[src/rtl/tbt_pkg.sv]
package tbt_pkg;

    localparam int SEL_W    = 3;
    localparam int NUM_TAPS = 1 << SEL_W;
    localparam int CTL_W    = 16;
    localparam int FLAG_BIT = 15;
    localparam int EN_BIT   = 14;
    localparam int SEL_LSB  = 11;

    localparam logic [7:0] KEY_ARM  = 8'hA5;
    localparam logic [7:0] KEY_FIRE = 8'h5A;

    typedef enum logic [0:0] {
        KEY_IDLE  = 1'b0,
        KEY_ARMED = 1'b1
    } key_state_e;

    typedef struct packed {
        logic             flag;
        logic             en;
        logic [SEL_W-1:0] sel;
    } ctl_t;

    // counter bit observed for each interval code
    function automatic int tap_bit(input int code);
        case (code)
            0:       return 12;
            1:       return 14;
            2:       return 16;
            3:       return 19;
            4:       return 21;
            5:       return 23;
            6:       return 25;
            default: return 26;
        endcase
    endfunction

endpackage

[src/rtl/tbt_counter.sv]
module tbt_counter #(
    parameter int CNT_W = 27
) (
    input  logic             clk,
    input  logic             rst_n,
    input  logic             clr,
    output logic [CNT_W-1:0] cnt,
    output logic             cleared
);

    typedef struct packed {
        logic [CNT_W-1:0] cnt;
        logic             pulse;
    } cnt_state_t;

    cnt_state_t st_d, st_q;

    always_comb begin
        st_d       = st_q;
        st_d.cnt   = clr ? '0 : st_q.cnt + 1'b1;
        st_d.pulse = clr;
    end

    always_ff @(posedge clk or negedge rst_n) begin
        if (!rst_n) begin
            st_q.cnt   <= '0;
            st_q.pulse <= 1'b1;
        end else begin
            st_q <= st_d;
        end
    end

    assign cnt     = st_q.cnt;
    assign cleared = st_q.pulse;

endmodule

[src/rtl/tbt_key_fsm.sv]
module tbt_key_fsm
    import tbt_pkg::*;
(
    input  logic       clk,
    input  logic       rst_n,
    input  logic       wr,
    input  logic [7:0] wdata,
    output logic       fire
);

    typedef struct packed {
        key_state_e st;
    } key_reg_t;

    key_reg_t kr_d, kr_q;

    always_comb begin
        kr_d = kr_q;
        fire = 1'b0;
        if (wr) begin
            unique case (kr_q.st)
                KEY_IDLE: begin
                    if (wdata == KEY_ARM) kr_d.st = KEY_ARMED;
                end
                KEY_ARMED: begin
                    if (wdata == KEY_FIRE) begin
                        fire    = 1'b1;
                        kr_d.st = KEY_IDLE;
                    end else if (wdata != KEY_ARM) begin
                        kr_d.st = KEY_IDLE;
                    end
                end
                default: kr_d.st = KEY_IDLE;
            endcase
        end
    end

    always_ff @(posedge clk or negedge rst_n) begin
        if (!rst_n) begin
            kr_q.st <= KEY_IDLE;
        end else begin
            kr_q <= kr_d;
        end
    end

endmodule

[src/rtl/tbt_tap_flag.sv]
module tbt_tap_flag
    import tbt_pkg::*;
#(
    parameter int CNT_W = 27
) (
    input  logic             clk,
    input  logic             rst_n,
    input  logic [CNT_W-1:0] cnt,
    input  logic             cnt_clr,
    input  logic             ctl_wr,
    input  logic [CTL_W-1:0] ctl_wdata,
    output logic [CTL_W-1:0] ctl_rdata,
    output logic             irq
);

    typedef struct packed {
        ctl_t ctl;
        logic prev;
    } tf_state_t;

    tf_state_t st_d, st_q;

    logic [NUM_TAPS-1:0] tap_vec;
    logic                tap_now;
    logic                fall;
    logic                unused_bits;

    for (genvar g = 0; g < NUM_TAPS; g++) begin : g_tap
        localparam int BIT = tap_bit(g);
        if (BIT < CNT_W) begin : g_real
            assign tap_vec[g] = cnt[BIT];
        end else begin : g_none
            assign tap_vec[g] = 1'b0;
        end
    end

    assign unused_bits = ^{ctl_wdata[SEL_LSB-1:0], cnt};

    always_comb begin
        tap_now   = tap_vec[st_q.ctl.sel];
        fall      = st_q.prev & ~tap_now;
        st_d      = st_q;
        st_d.prev = cnt_clr ? 1'b0 : tap_now;
        if (ctl_wr) begin
            st_d.ctl.en  = ctl_wdata[EN_BIT];
            st_d.ctl.sel = ctl_wdata[SEL_LSB +: SEL_W];
            if (!ctl_wdata[FLAG_BIT]) st_d.ctl.flag = 1'b0;
        end
        if (fall) st_d.ctl.flag = 1'b1;
    end

    always_ff @(posedge clk or negedge rst_n) begin
        if (!rst_n) begin
            st_q <= '0;
        end else begin
            st_q <= st_d;
        end
    end

    always_comb begin
        ctl_rdata                        = '0;
        ctl_rdata[FLAG_BIT]              = st_q.ctl.flag;
        ctl_rdata[EN_BIT]                = st_q.ctl.en;
        ctl_rdata[SEL_LSB +: SEL_W]      = st_q.ctl.sel;
        irq                              = st_q.ctl.flag & st_q.ctl.en;
    end

endmodule

[src/rtl/tbase_timer.sv]
module tbase_timer
    import tbt_pkg::*;
#(
    parameter int CNT_W = 27
) (
    input  logic        clk,
    input  logic        rst_n,
    input  logic        ctl_wr,
    input  logic [15:0] ctl_wdata,
    output logic [15:0] ctl_rdata,
    input  logic        clr_wr,
    input  logic [7:0]  clr_wdata,
    output logic        irq,
    output logic        cnt_cleared
);

    logic [CNT_W-1:0] cnt;
    logic             key_fire;

    tbt_key_fsm u_key (
        .clk   (clk),
        .rst_n (rst_n),
        .wr    (clr_wr),
        .wdata (clr_wdata),
        .fire  (key_fire)
    );

    tbt_counter #(.CNT_W(CNT_W)) u_cnt (
        .clk     (clk),
        .rst_n   (rst_n),
        .clr     (key_fire),
        .cnt     (cnt),
        .cleared (cnt_cleared)
    );

    tbt_tap_flag #(.CNT_W(CNT_W)) u_tap (
        .clk       (clk),
        .rst_n     (rst_n),
        .cnt       (cnt),
        .cnt_clr   (key_fire),
        .ctl_wr    (ctl_wr),
        .ctl_wdata (ctl_wdata),
        .ctl_rdata (ctl_rdata),
        .irq       (irq)
    );

endmodule

[config.mk]
export PLATFORM = sky130hd
export DESIGN_NAME = tbase_timer
export DESIGN_NICKNAME = d
export VERILOG_FILES = /design/src/rtl/tbt_pkg.sv /design/src/rtl/tbt_counter.sv /design/src/rtl/tbt_key_fsm.sv /design/src/rtl/tbt_tap_flag.sv /design/src/rtl/tbase_timer.sv
export SDC_FILE = /design/constraint.sdc
export NUM_CORES = 1
export LEC_CHECK = 0
export BUFFER_PORTS_ARGS = -buffer_cell sky130_fd_sc_hd__buf_2
export CAP_MARGIN = 15
export CELL_PAD_IN_SITES_DETAIL_PLACEMENT = 1
export CELL_PAD_IN_SITES_GLOBAL_PLACEMENT = 2
export CORE_ASPECT_RATIO = 0.7
export CORE_UTILIZATION = 32
export CTS_CLUSTER_DIAMETER = 30
export DETAILED_ROUTE_END_ITERATION = 12
export GPL_TIMING_DRIVEN = 0
export HOLD_SLACK_MARGIN = 0.15
export PLACE_DENSITY_LB_ADDON = 0.1
export RECOVER_POWER = 100
export SLEW_MARGIN = 20
export SYNTH_ARGS = -nofsm -noshare
export SYNTH_HDL_FRONTEND = slang
export SYNTH_SLANG_ARGS = --single-unit
[constraint.sdc]
create_clock -name clk -period 2.5 [get_ports clk]
set_input_delay 0.5 -clock clk [delete_from_list [all_inputs] [get_ports clk]]
set_output_delay 0.5 -clock clk [all_outputs]
set_load 0.1 [all_outputs]
; ---- Word level (Yosys, flattened, before mapping)
; Cells that the tools add are included.
[op_classes]
addsub = 1
magnitude_cmp = 1
eq_ne = 4
mux = 14
bitwise = 4
reduce_logical = 2
[ops]
columns = operator, count
row1 = $add 27x1->27 const B, 1
row2 = $mux 27, 1
row3 = $mux 1, 10
row4 = $eq 8x7->1 const B, 1
row5 = $eq 8x8->1 const B, 1
row6 = $ne 8x8->1 const B, 1
row7 = $mux 5, 1
row8 = $lt 3x4->1 const B, 1
row9 = $bmux 1 s3, 1
row10 = $and 1x1->1, 2
row11 = $ne 2x1->1 const B, 1
row12 = $not 1->1, 2
row13 = $pmux 1 s2, 1
row14 = $reduce_and 2->1, 1
row15 = $reduce_bool 2->1, 1
[word_totals]
regBits = 35
out_inout_bits = 18
word_cells = 33

; ---- Depth between registers and ports, before layout
[depth]
ltp_word = 6
ltp_mapped = 6
ltp_nobuf = 5

; ---- Hierarchy
; From an unflattened synthesis, not the netlist that was laid out.
[unflattened]
hier_cells = 187
area_unflattened_um2 = 1905.6
[by_module_without_submodules]
columns = module, n_inst, cells_each, area_per_inst_um2
row1 = tbt_counter, 1, 136, 1387.6
row2 = tbt_tap_flag, 1, 42, 429.2
row3 = tbt_key_fsm, 1, 9, 88.8

; ---- Least setup slack after synthesis
; Ideal clock, no wire load.
[synth_timing]
path_kind = reg2reg
startpoint = reg u_cnt.cnt[0] (netlist name)
endpoint = reg u_cnt.cnt[20] (netlist name)
setup_time_ns = 0.079
t_arrival_ns = 1.701
t_required_ns = 2.421
path_slack_ns = 0.720
path_stages_with_launch = 7
n_path_buf = 1
period_less_slack_ns = 1.780
cell_sequence = dfrtp_1 ha_1 nand4_1 or4_1 buf_2 or3_1 a21oi_1

; ---- Final worst setup path
[layout_timing]
startpoint = reg u_tap.st_q (netlist bit u_tap.ctl_rdata[11])
endpoint = out ctl_rdata[11]
[layout_lines]
columns = element, line_no
row1 = "start, declared", tbt_tap_flag.sv:21  ; tf_state_t st_d, st_q;
row2 = "start signal, assigned", tbt_tap_flag.sv:56  ; st_q <= st_d;
row3 = "end, declared", tbase_timer.sv:10  ; output logic [15:0] ctl_rdata,
; No word-level cell between the ends.

==> impl_metrics.ini <==
[status]
status = finished, violations left
violations = max-capacitance violations, max-slew violations

[clock_network]
clk_latency_ps = 280
numCtsBuffers = 5
hold_buffers = 0
clkSinkCount = 35
htreeDepth = 2
cts_tree = built
cts_resized = 0
cts_buffer_depth = 2
cts.reportedPaths.clkPinSlew_ps = 70
clockRootBuffer = clkbuf_8
cts_setup_buffers = 0

[final_layout]
syn_to_final_growth_pct = 17.2
ff_latch_area_um2 = 877
n_antenna_cell = 0
design_area_um2 = 2170
drive_gt1_share_pct = 21.0
fill_cells = 643
fin_nets = 253
multi_input_area_um2 = 858

[min_path]
whs_path_depth = 2
holdCritStartpoint = clr_wr
hold_class = in2reg
worstHoldEndpoint = u_key.kr_q

[power]
irDropWorstVdd_mv = 0.253
swShare_pct = 35.6
power_leakage_nw = 0.928
share_seq_of_total_power_pct = 48.1
pwr-share-comb_pct = 23.8
power_frac_clock_pct = 28.1
switchingPower_mw = 0.520
intPower_mw = 0.939
power_density_nw_per_um2 = 673

[setup_path]
reg2regPathDepth = 6
worstPathRequired_ps = 2000
slowest_delay_ps = 860
crit_fanout = 4
ff2ff_setup_slack_ps = 420
cpMaxStageDelayCell = clkbuf_1
worstPathCellList = buf_4 > clkbuf_1
worstPathArrival_ps = 1700
worstSetupPathType = reg2out
rr_endpoint = u_cnt.cnt[20]
r2r_start = u_cnt.cnt[0]
cp-start-kind = register
end_kind = output pin

[sta]
tns_ps = 0
slew_headroom_pct = -28.0
finalSetupViolCount = 0
finalMaxSlewViolations = 36
finalHoldViolCount = 0
fin_crit_ps = 2200
rsz0062_at_grt = no
finalCritPeriodShare_pct = 88.0
tightest_slew_ps = 1920
max_clock_freq_mhz = 454
fin_ws_ps = 299
fin_skew_ps = 11.6

[global_routing]
track_usage_pct = 16.2
grt_max_degree = 36
grt_pass1_wl_um = 7360
use_met2_pct = 24.3
grt_overflow_total = 0
busiest_layer = met2
use_met3_pct = 4.86
antenna_found_initial = 0
grt_use_met1_pct = 22.7
grt_pass1_vias = 1468

[routing]
routed_wirelength_um = 4240
drc = 0
drtPass1Iterations = 4
vias = 1487
drt_iter0_markers = 57
avgViaCountPerCell = 5.02
wl_per_cell_um = 14.3
ant_nets = 0

[placed_design]
dpl.hpwl_um = 3190
pre_cts_ws_ps = 377
placed_area_um2 = 2090
io_buffer_count = 23
place_congestion = 0.717

[synth]
seq_area_frac_synth_pct = 47.4
synth_area_per_cell_um2 = 10.1
synth.top_cell.area_share_pct = 46.0
synthCells = 184
ys_seq_elements = 35
syn-cell-area_um2 = 1850
yosys_warnings = 0
synth_area_leaders = dfrtp_1 46%, buf_4 6.5%, xor2_1 4.7%, or3_1 3.7%, nand3_1 3.5%
synth_top_cell_by_area = dfrtp_1
yosysUniqueCellTypes = 34

[die]
die_x_um = 92.9
dieArea_um2 = 6100
io_pins = 46
std_cell_rows = 22
core_area_um2 = 5400
initial_utilization_pct = 34.3
die_h_um = 65.6

[run]
cap_viol_max_count = 1
[power by group through the flow]
stage / registers (mW) / logic (mW) / clock network [mW]
after global placement: 0.709 / 0.347 / 0
after detailed placement: 0.713 / 0.352 / 0
after global routing: 0.714 / 0.375 / 0.461
final: 0.702 / 0.347 / 0.410
after CTS: 0.703 / 0.354 / 0.425
after floorplan: 0.695 / 0.296 / 0
[metrics by stage]
stage | utilization (%) | hold slack [ps] | total power, mW | cells
after global routing | 40.2 | 426 | 1.55 | 296
after CTS | 40.4 | 333 | 1.48 | 296
final | 40.2 | 436 | 1.46 | 296
after floorplan | - | 204 | 0.991 | 194
after detailed placement | 38.8 | 483 | 1.06 | 289
after global placement | 38.8 | 450 | 1.06 | 289
[placed cells by master, fill, tap and decap left out, types with 2 or more instances in the layout]
cell	instances
or3_1	11
o21ai_0	12
nand3_1	13
nand2_1	7
a21oi_1	11
mux2_2	4
clkbuf_8	6
mux2i_1	2
and2_1	2
buf_4	16
clkbuf_1	14
conb_1	11
buf_2	15
mux4_2	2
nor2_1	15
xnor2_1	3
and4_1	6
nand4_1	10
nor4_1	2
xor2_1	10
nor4bb_1	3
nand2b_1	2
dfrtp_1	34
[logic make-up after synthesis]
kind of cell               synth area share (%)
AOI/OAI and AO/OA                          6.69
xor gates and xnor gates                   6.15
adders and majority gates                 0.676
buffers and inverters                      8.25
DFF                                        47.4
muxes                                      5.95
other                                     0.203
and+or+nand+nor                            24.7
[sequential cells by signal, summed over array words and instances, names as in the netlist]
signal and cells:
u_cnt.cnt 27, u_tap.ctl_rdata 5, u_cnt.cleared 1, u_key.kr_q 1, u_tap.st_q 1
[routing by layer]
metal,routed length (um),vias to the layer above
met5,0,-
met4,32,0
met3,187,4
met2,1870,36
met1,2160,728
li1,-,719
[cells in the mapped netlist (all sizes together)]
cell    instances
a21oi          11
a22o            1
and2            3
and4            7
and4b           1
buf            19
clkbuf          3
clkinv          1
conb            1
dfrtp          34
dfstp           1
ha              1
inv             1
mux2            4
mux2i           2
mux4            2
nand2           7
nand2b          2
nand3          13
nand4          11
nor2           15
nor2b           1
nor3            1
nor4            2
nor4bb          3
o21ai          12
or3            11
or4             1
xnor2           3
xor2           10
[critical path: cells and delay by family (launching register included)]
kind	cells	cell delay, ps
flip-flops	1	430
buffers and inverters	2	990
[cell type report]
type / count / share of cell area, %
Inverter: 2 / 0.346
Multi-Input combinational cell: 135 / 39.6
Clock inverter: 1 / 0.231
Buffer: 22 / 6.64
Clock buffer: 6 / 3.81
Tap cell: 72 / 4.15
Sequential cell: 35 / 40.5
Timing Repair Buffer: 23 / 4.79
[worst max-delay path by stage]
stage,startpoint,end,slack (ps),cells after the start
floorplan,u_cnt.cnt[0],u_cnt.cnt[20],720,6
global placement,clr_wdata[2],u_tap.st_q[0],430,6
detailed placement,clr_wdata[2],u_cnt.cnt[6],380,6
CTS,u_cnt.cnt[0],u_cnt.cnt[20],490,6
global route,u_cnt.cnt[0],u_cnt.cnt[26],210,6
finish,u_tap.ctl_rdata[11],ctl_rdata[11],300,2
Power figures use the tool's default switching activity.
